--- src/rtl/spi_prog_pkg.sv ---
package spi_prog_pkg;
    // default geometry of the command window
    localparam int unsigned SLOT_CNT = 7;
    localparam int unsigned OPC_SLOT = 5;
    localparam int unsigned CNT_W    = 8;
    localparam int unsigned ADDR_W   = 4;
    localparam int unsigned HALF_DIV = 2;
    // status register bit positions
    localparam int unsigned STAT_BUSY = 0;
    localparam int unsigned STAT_DONE = 1;
endpackage

--- src/rtl/spi_bit_timer.sv ---
module spi_bit_timer #(
    parameter int unsigned HALF = 2
) (
    input  logic clk,
    input  logic rst_n,
    input  logic run,
    output logic sck,
    output logic rise_next,
    output logic fall_next
);
    localparam int unsigned PERIOD = 2 * HALF;
    localparam int unsigned PH_W   = (PERIOD > 2) ? $clog2(PERIOD) : 1;
    localparam logic [PH_W-1:0] PH_LAST = PH_W'(PERIOD - 1);
    localparam logic [PH_W-1:0] PH_RISE = PH_W'(HALF - 1);
    localparam logic [PH_W-1:0] PH_HIGH = PH_W'(HALF);

    typedef struct packed {
        logic [PH_W-1:0] ph;
        logic            sck;
    } tmr_t;

    tmr_t cur_q, nxt_d;

    always_comb begin
        nxt_d = cur_q;
        if (run) begin
            nxt_d.ph = (cur_q.ph == PH_LAST) ? '0 : cur_q.ph + PH_W'(1);
        end else begin
            nxt_d.ph = '0;
        end
        nxt_d.sck = run && (nxt_d.ph >= PH_HIGH);
    end

    always_ff @(posedge clk or negedge rst_n) begin
        if (!rst_n) begin
            cur_q <= '0;
        end else begin
            cur_q <= nxt_d;
        end
    end

    assign sck       = cur_q.sck;
    assign rise_next = run && (cur_q.ph == PH_RISE);
    assign fall_next = run && (cur_q.ph == PH_LAST);


    sck_rise_chk: assert property (@(posedge clk) disable iff (!rst_n)
        rise_next |=> sck);

    sck_fall_chk: assert property (@(posedge clk) disable iff (!rst_n)
        fall_next |=> !sck);
endmodule

--- src/rtl/spi_shift_window.sv ---
module spi_shift_window #(
    parameter int unsigned SLOTS = 7,
    parameter int unsigned TAP   = 47
) (
    input  logic                         clk,
    input  logic                         rst_n,
    input  logic                         wr_en,
    input  logic [$clog2(SLOTS)-1:0]     wr_idx,
    input  logic [7:0]                   wr_byte,
    input  logic                         sample_en,
    input  logic                         miso,
    input  logic                         shift_en,
    output logic [SLOTS*8-1:0]           win,
    output logic                         tx_bit
);
    localparam int unsigned WIN_W = SLOTS * 8;
    localparam int unsigned IDX_W = $clog2(SLOTS);

    typedef struct packed {
        logic [WIN_W-1:0] win;
        logic             rx;
    } win_t;

    win_t cur_q, nxt_d;
    logic [SLOTS-1:0] slot_hit;

    for (genvar g = 0; g < SLOTS; g++) begin : g_hit
        assign slot_hit[g] = wr_en && (wr_idx == IDX_W'(g));
    end

    always_comb begin
        nxt_d = cur_q;
        if (sample_en) begin
            nxt_d.rx = miso;
        end
        if (shift_en) begin
            nxt_d.win = {cur_q.win[WIN_W-2:0], cur_q.rx};
        end else begin
            for (int i = 0; i < SLOTS; i++) begin
                if (slot_hit[i]) begin
                    nxt_d.win[i*8 +: 8] = wr_byte;
                end
            end
        end
    end

    always_ff @(posedge clk or negedge rst_n) begin
        if (!rst_n) begin
            cur_q <= '0;
        end else begin
            cur_q <= nxt_d;
        end
    end

    assign win    = cur_q.win;
    assign tx_bit = cur_q.win[TAP];


    tap_hold_chk: assert property (@(posedge clk) disable iff (!rst_n)
        (!shift_en && !wr_en) |=> $stable(tx_bit));
endmodule

--- src/rtl/spi_prog_ctrl.sv ---
module spi_prog_ctrl #(
    parameter int unsigned CNT_W    = 8,
    parameter int unsigned MAX_BITS = 56
) (
    input  logic             clk,
    input  logic             rst_n,
    input  logic             start,
    input  logic [CNT_W-1:0] count,
    input  logic             fall,
    output logic             busy,
    output logic             done,
    output logic             cs_n,
    output logic             shift_en
);
    typedef struct packed {
        logic             busy;
        logic             done;
        logic             cs_n;
        logic [CNT_W-1:0] bits;
    } ctl_t;

    ctl_t cur_q, nxt_d;
    logic             count_ok;
    logic [CNT_W-1:0] bits_inc;

    assign count_ok = (count != '0) && (count <= CNT_W'(MAX_BITS));
    assign bits_inc = cur_q.bits + CNT_W'(1);
    assign shift_en = cur_q.busy && fall;

    always_comb begin
        nxt_d = cur_q;
        if (start && !cur_q.busy) begin
            nxt_d.busy = count_ok;
            nxt_d.cs_n = !count_ok;
            nxt_d.done = !count_ok;
            nxt_d.bits = '0;
        end else if (shift_en) begin
            nxt_d.bits = bits_inc;
            if (bits_inc == count) begin
                nxt_d.busy = 1'b0;
                nxt_d.cs_n = 1'b1;
                nxt_d.done = 1'b1;
            end
        end
    end

    always_ff @(posedge clk or negedge rst_n) begin
        if (!rst_n) begin
            cur_q <= '{busy: 1'b0, done: 1'b0, cs_n: 1'b1, bits: '0};
        end else begin
            cur_q <= nxt_d;
        end
    end

    assign busy = cur_q.busy;
    assign done = cur_q.done;
    assign cs_n = cur_q.cs_n;


    zero_count_chk: assert property (@(posedge clk) disable iff (!rst_n)
        (start && !cur_q.busy && (count == '0)) |=> (cs_n && done && !busy));

    done_excl_chk: assert property (@(posedge clk) disable iff (!rst_n)
        busy |-> !done);

    bit_limit_chk: assert property (@(posedge clk) disable iff (!rst_n)
        busy |-> (cur_q.bits < count));
endmodule

--- src/rtl/spi_prog_engine.sv ---
module spi_prog_engine
    import spi_prog_pkg::*;
#(
    parameter int unsigned SLOTS   = SLOT_CNT,
    parameter int unsigned OPC_IDX = OPC_SLOT,
    parameter int unsigned CW      = CNT_W,
    parameter int unsigned AW      = ADDR_W,
    parameter int unsigned HALF    = HALF_DIV
) (
    input  logic          clk,
    input  logic          rst_n,
    input  logic [AW-1:0] reg_addr,
    input  logic [7:0]    reg_wdata,
    input  logic          reg_wr,
    output logic [7:0]    reg_rdata,
    output logic          spi_cs_n,
    output logic          spi_sck,
    output logic          spi_mosi,
    input  logic          spi_miso,
    output logic          busy,
    output logic          done
);
    localparam int unsigned WIN_W = SLOTS * 8;
    localparam int unsigned TAP   = OPC_IDX * 8 + 7;
    localparam int unsigned IDX_W = $clog2(SLOTS);
    localparam logic [AW-1:0] A_COUNT = AW'(SLOTS);
    localparam logic [AW-1:0] A_CMD   = AW'(SLOTS + 1);
    localparam logic [AW-1:0] A_STAT  = AW'(SLOTS + 2);

    typedef struct packed {
        logic [CW-1:0] count;
    } cfg_t;

    cfg_t cfg_q, cfg_d;

    logic             slot_wr, start, shift_en, rise_next, fall_next;
    logic [WIN_W-1:0] win;

    assign slot_wr = reg_wr && !busy && (reg_addr < AW'(SLOTS));
    assign start   = reg_wr && !busy && (reg_addr == A_CMD) && reg_wdata[0];

    always_comb begin
        cfg_d = cfg_q;
        if (reg_wr && !busy && (reg_addr == A_COUNT)) begin
            cfg_d.count = CW'(reg_wdata);
        end
    end

    always_ff @(posedge clk or negedge rst_n) begin
        if (!rst_n) begin
            cfg_q <= '0;
        end else begin
            cfg_q <= cfg_d;
        end
    end

    spi_bit_timer #(.HALF(HALF)) i_timer (
        .clk       (clk),
        .rst_n     (rst_n),
        .run       (busy),
        .sck       (spi_sck),
        .rise_next (rise_next),
        .fall_next (fall_next)
    );

    spi_shift_window #(.SLOTS(SLOTS), .TAP(TAP)) i_window (
        .clk       (clk),
        .rst_n     (rst_n),
        .wr_en     (slot_wr),
        .wr_idx    (reg_addr[IDX_W-1:0]),
        .wr_byte   (reg_wdata),
        .sample_en (rise_next),
        .miso      (spi_miso),
        .shift_en  (shift_en),
        .win       (win),
        .tx_bit    (spi_mosi)
    );

    spi_prog_ctrl #(.CNT_W(CW), .MAX_BITS(WIN_W)) i_ctrl (
        .clk      (clk),
        .rst_n    (rst_n),
        .start    (start),
        .count    (cfg_q.count),
        .fall     (fall_next),
        .busy     (busy),
        .done     (done),
        .cs_n     (spi_cs_n),
        .shift_en (shift_en)
    );

    always_comb begin
        reg_rdata = '0;
        for (int i = 0; i < SLOTS; i++) begin
            if (reg_addr == AW'(i)) begin
                reg_rdata = win[i*8 +: 8];
            end
        end
        if (reg_addr == A_COUNT) begin
            reg_rdata = 8'(cfg_q.count);
        end
        if (reg_addr == A_STAT) begin
            reg_rdata[STAT_BUSY] = busy;
            reg_rdata[STAT_DONE] = done;
        end
    end


    count_hold_chk: assert property (@(posedge clk) disable iff (!rst_n)
        (busy && reg_wr && (reg_addr == A_COUNT)) |=> $stable(cfg_q.count));

    win_hold_chk: assert property (@(posedge clk) disable iff (!rst_n)
        (busy && !shift_en) |=> $stable(win));

    sck_cs_chk: assert property (@(posedge clk) disable iff (!rst_n)
        spi_sck |-> !spi_cs_n);

    mosi_fall_chk: assert property (@(posedge clk) disable iff (!rst_n)
        (!spi_cs_n && $past(!spi_cs_n) && !$fell(spi_sck)) |-> $stable(spi_mosi));
endmodule

--- config.mk ---
export PLATFORM = sky130hd
export DESIGN_NAME = spi_prog_engine
export DESIGN_NICKNAME = d
export VERILOG_FILES = /design/src/rtl/spi_prog_pkg.sv /design/src/rtl/spi_bit_timer.sv /design/src/rtl/spi_shift_window.sv /design/src/rtl/spi_prog_ctrl.sv /design/src/rtl/spi_prog_engine.sv
export SDC_FILE = /design/constraint.sdc
export NUM_CORES = 1
export LEC_CHECK = 0
export BUFFER_PORTS_ARGS = -buffer_cell sky130_fd_sc_hd__buf_2
export CAP_MARGIN = 40
export CORE_ASPECT_RATIO = 2
export CORE_MARGIN = 5
export CORE_UTILIZATION = 40
export CTS_CLUSTER_DIAMETER = 40
export DETAILED_ROUTE_END_ITERATION = 10
export SYNTH_ARGS = -nofsm -noshare
export SYNTH_HDL_FRONTEND = slang
export SYNTH_SLANG_ARGS = --single-unit
--- constraint.sdc ---
create_clock -name clk -period 2.8 [get_ports clk]
set_input_delay 0.14 -clock clk [delete_from_list [all_inputs] [get_ports clk]]
set_output_delay 0.14 -clock clk [all_outputs]
set_load 0.01 [all_outputs]
* Word level (Yosys, flattened, before mapping)
Cells that the tools add are included.
Storage, ports and cells: word-level logic and storage cells 93, output and inout port bits 13, register bits 79
Cells by class: reductions and logical operators 33, equality and inequality tests 18, $add $sub $neg 2, multiplexer cells 22, $lt $le $gt $ge 3
Operators by type and width (number):
- 2-to-1 mux 8 bit | 15
- 2-to-1 mux 56 bit | 1
- 2-to-1 mux 11 bit | 2
- logical AND 1 bit | 18
- nonzero test 2 bit | 9
- == test 4 x 3 -> 1 bit, second input constant | 4
- == test 3 bit, second input constant | 3
- adder 8 x 1 -> 8 bit, second input constant | 1
- == test 4 x 2 -> 1 bit, second input constant | 2
- == test 4 bit, second input constant | 2
- == test 8 bit | 1
- less-or-equal comparator 8 x 6 -> 1 bit, second input constant | 1
- nonzero test 8 bit | 1
- == test 3 x 2 -> 1 bit, second input constant | 2
- 2-to-1 mux 2 bit | 3
- == test 4 x 1 -> 1 bit, second input constant | 1
- logical NOT 4 bit | 1
- less-than comparator 4 x 3 -> 1 bit, second input constant | 1
- == test 3 x 1 -> 1 bit, second input constant | 1
- logical NOT 3 bit | 1
- 2-to-1 mux 3 bit | 1
- adder 2 x 1 -> 2 bit, second input constant | 1
- == test 2 x 1 -> 1 bit, second input constant | 1
- == test 2 bit, second input constant | 1
- 3 further kinds | 4

* Longest topological paths before layout
depth in word-level cells 10, depth in mapped cells 7, mapped depth without buffers 6

* Cells and area by module
A second synthesis with hierarchy kept.
Unflattened totals: cells, all modules 529, area, all modules 5180.0 µm²
Modules (own cells, without submodules):
- spi_shift_window | cells an instance 310, times used 1, seq. area each 1426.4 µm², area each 3165.5 µm²
- spi_prog_engine | cells an instance 116, times used 1, seq. area each 200.2 µm², area each 1042.2 µm²
- spi_prog_ctrl | cells an instance 94, times used 1, seq. area each 276.5 µm², area each 862.1 µm²
- spi_bit_timer | cells an instance 9, times used 1, seq. area each 50.0 µm², area each 110.1 µm²

* Worst setup path before layout
OpenSTA, ideal clock, no wires.
path type register to register, start point register i_ctrl.cur_q[0] in the netlist's numbering, end point register i_ctrl.cur_q, in the netlist i_ctrl.done, arrival 1.852 ns, setup time 0.078 ns, cell stages (with the launch flop) 8, slack 0.870 ns, cells stage by stage dfrtp_1 -> ha_1 -> clkbuf_1 -> and4_4 -> a21oi_1 -> a22o_1 -> a2111oi_4 -> o21bai_1
On the way: cells in the longest elaborated chain, start to end 4
RTL lines:
- from (decl) | line spi_prog_ctrl.sv:22 | ctl_t cur_q, nxt_d;
- from (signal assigned) | line spi_prog_ctrl.sv:49 | cur_q <= '{busy: 1'b0, done: 1'b0, cs_n: 1'b1, bits: '0};
- from (signal assigned) | line spi_prog_ctrl.sv:51 | cur_q <= nxt_d;
- adder 8 x 1 -> 8 bit | line spi_prog_ctrl.sv:27 | assign bits_inc = cur_q.bits + CNT_W'(1);
- == test 8 bit | line spi_prog_ctrl.sv:39 | if (bits_inc == count) begin
- nonzero test 2 bit (no line)
- AND reduction 2 bit (no line)
No other way between the ends. A chain may end at the register's enable or synchronous reset.

* Worst setup path after layout
Same ends and word-level chain as after synthesis.

==> impl_metrics.py <==
metrics = {
    "critical_path": {
        "cp_top_family": "compound AO/OA/AOI/OAI gates",
        "path_max_fanout": 8,
        "crit_arrival_ns": 2.48,
        "worst-path-stages": 6,
        "critPathSlowestCell": "dfrtp_1",
        "cp.buffers_inverters": 0,
        "start_kind": "flop",
        "required_ns": 3.07,
        "crit_chain": "ha_1 -> o21ba_1 -> a221oi_1 -> o221ai_1 -> a2111oi_4 -> o21bai_1",
        "cp-end-kind": "flop",
        "r2r_cells": 6,
        "path_class": "flop to flop",
        "crit_path_max_incr_delay_ns": 0.47,
        "ff2ff_setup_slack_ns": 0.59,
    },
    "routing": {
        "drt_first_iter_violations": 243,
        "wl_per_cell_um": 21.4,
        "first_pass_iters": 5,
        "ant_nets": 0,
        "vias": 3798,
        "routed.top_layer": "met4",
        "wl_met1_um": 5130,
        "route.detailed.drc": 0,
        "wl_met2_um": 7810,
        "viasPerCell": 5.83,
        "dr_wl_met3_um": 448,
        "wirelength_um": 14000,
    },
    "synthesis": {
        "synth_nets": 513,
        "async_reset_ff_share_pct": 100,
        "synth_cell_type_count": 59,
        "seq_area_frac_synth_pct": 43.0,
        "ys_ff_latch": 79,
        "synthesis.area_um2": 4600,
        "synth-main-ff-cell": "dfrtp_1",
        "synth_edf_count": 0,
        "synthCells": 494,
        "synth_area_per_cell_um2": 9.31,
        "ys_warn_count": 0,
    },
    "layout": {
        "mostFrequentLayoutCells": "nand2_1 (78), dfrtp_1 (78), mux2i_1 (66), o21ai_1 (60)",
        "drive_above_1_share_pct": 12.6,
        "fin_area_um2": 5150,
        "final-seq-area_um2": 1980,
        "syn2layout_area_growth_pct": 11.9,
        "multiInputGateArea_um2": 2430,
        "layout.nets": 523,
        "fillers": 1108,
        "diodes": 0,
    },
    "die": {
        "die_w_um": 85.8,
        "die_y_um": 162,
        "rows": 55,
        "start_util_pct": 40.8,
        "die-area_um2": 13900,
        "io_pins": 29,
        "core_um2": 11300,
    },
    "sta": {
        "finalSetupTns_ns": 0,
        "min_period_ns": 2.21,
        "final_hold_viol_count": 0,
        "skew_ns": 0.00595,
        "fmax_ghz": 0.452,
        "min_period_over_period_pct": 79.1,
        "tightest_slew_ns": 0.708,
        "slew_headroom_pct": 52.6,
        "setup_viol_count_final": 0,
        "drv_slew": 0,
        "rsz0062_at_grt": "no",
    },
    "global_route": {
        "grt_pass1_vias": 3751,
        "overflow": 0,
        "grt_antenna_before_repair": 0,
        "grt_usage_pct": 20.9,
        "grt_start_max_net_pins": 81,
        "grt_pass1_wl_um": 21700,
    },
    "clocking": {
        "clk_pin_slew_ns": 0.06,
        "cts-root-buf": "clkbuf_16",
        "cts_resized": 0,
        "cts_setup_buffers": 0,
        "clock_sink_count": 79,
        "cts_max_level": 3,
        "ctsHoldBuffers": 1,
        "cts_made_buffers": 9,
        "clock_path_buffers": 2,
        "clkLatencyLatePin_ns": 0.35,
        "cts_tree": "yes",
    },
    "power_and_ir_drop": {
        "vdd_drop_max_v": 0.000358,
        "power_leakage_nw": 2.39,
        "power_density_nw_per_um2": 822,
    },
    "placement": {
        "placed_cell_area_um2": 4840,
        "place_congestion": 0.960,
        "dpl.hpwl_um": 10400,
        "io_buffer_count": 28,
    },
    "flow_run": {
        "maxCapViolCount": 0,
    },
    "hold_path": {
        "hp-class": "input pin to flop",
        "holdPathStages": 2,
    },
    "status": {
        "status": "complete, no violations",
    },
}
registers in the layout, indices dropped and copies added, names as in the netlist, 2 cells and up:
register,count
i_window.win,56
i_ctrl.cur_q,8
i_timer.cur_q,2
cfg_q,8
final cells by class:
class	instances	share of cell area [%]
timing repair buffer	35	4.47
tap	142	3.45
clock buffer	11	4.72
multi-input combinational	370	47.1
sequential	79	38.4
clock inverter	5	1.12
inverter	9	0.656
metal layers:
metal / track usage (%) / vias up
met4: 10.2 / 0
li1: - / 1789
met1: 22.2 / 1874
met2: 39.0 / 101
met5: 0 / -
met3: 3.25 / 34
report_power, final:
group          total [W]  switching [W]  internal [W]
combinational   0.000985       0.000512      0.000474
clock            0.00119       0.000479      0.000713
sequential       0.00205       0.000512       0.00154
total            0.00423        0.00150       0.00273
Yosys cell counts (all sizes together), types with 3 or more instances:
| cell type | n | area, µm² |
|---|---|---|
| dfrtp | 78 | 1950 |
| nand3 | 5 | 35.0 |
| or3 | 3 | 18.8 |
| a21oi | 8 | 40.0 |
| nor3b | 3 | 27.5 |
| and2 | 3 | 18.8 |
| ha | 3 | 37.5 |
| mux2 | 9 | 101 |
| a2bb2oi | 6 | 52.6 |
| mux2i | 66 | 661 |
| buf | 11 | 71.3 |
| o31ai | 3 | 22.5 |
| xnor2 | 5 | 43.8 |
| inv | 9 | 33.8 |
| nand2 | 79 | 299 |
| nor2b | 7 | 43.8 |
| nor2 | 25 | 93.8 |
| and4 | 3 | 28.8 |
| clkbuf | 25 | 93.8 |
| o22ai | 10 | 62.6 |
| a222oi | 6 | 60.1 |
| o21ai | 87 | 435 |
final timing paths:
check / from / to
worst max-delay path: i_ctrl.cur_q[0]$_DFFE_PN0P_ / i_ctrl.done$_DFFE_PN0P_
worst min-delay path: spi_miso / i_window.cur_q[0]$_DFFE_PN0P_
worst max register to register: i_ctrl.cur_q[0]$_DFFE_PN0P_ / i_ctrl.done$_DFFE_PN0P_
worst min register to register: i_timer.cur_q[1]$_DFF_PN0_ / i_timer.cur_q[1]$_DFF_PN0_
max in group asynchronous: rst_n / i_ctrl.cs_n$_DFFE_PN1P_
min in group asynchronous: rst_n / i_timer.cur_q[1]$_DFF_PN0_
cells by family (layout without fill, tap and decap cells):
| kind of cell | count (synthesis) | count (layout) | share of synthesized area, % |
|---|---|---|---|
| DFF | 79 | 79 | 43.0 |
| muxes | 75 | 75 | 16.6 |
| and+or+nand+nor | 144 | 144 | 15.0 |
| buffers and inverters | 45 | 60 | 4.32 |
| adders and majority gates | 3 | 3 | 0.816 |
| xor gates and xnor gates | 7 | 7 | 1.33 |
| AOI/OAI and AO/OA | 141 | 141 | 18.9 |
stage by stage:
| step | power, W | hold WS, ns | instances | util, % | worst slack, ns |
|---|---|---|---|---|---|
| final | 0.00423 | 0.0275 | 651 | 45.6 | 0.586 |
| after global routing | 0.00447 | 0.0404 | 651 | 45.6 | 0.465 |
| after CTS | 0.00426 | 0.0245 | 651 | 45.6 | 0.649 |
| after detailed placement | 0.00306 | 0.113 | 634 | 42.8 | 0.619 |
| after global placement | 0.00301 | 0.374 | 633 | 42.6 | 0.677 |
| after floorplan | 0.00261 | -0.156 | 494 | - | 0.870 |
(Power assumes the default switching activity.)
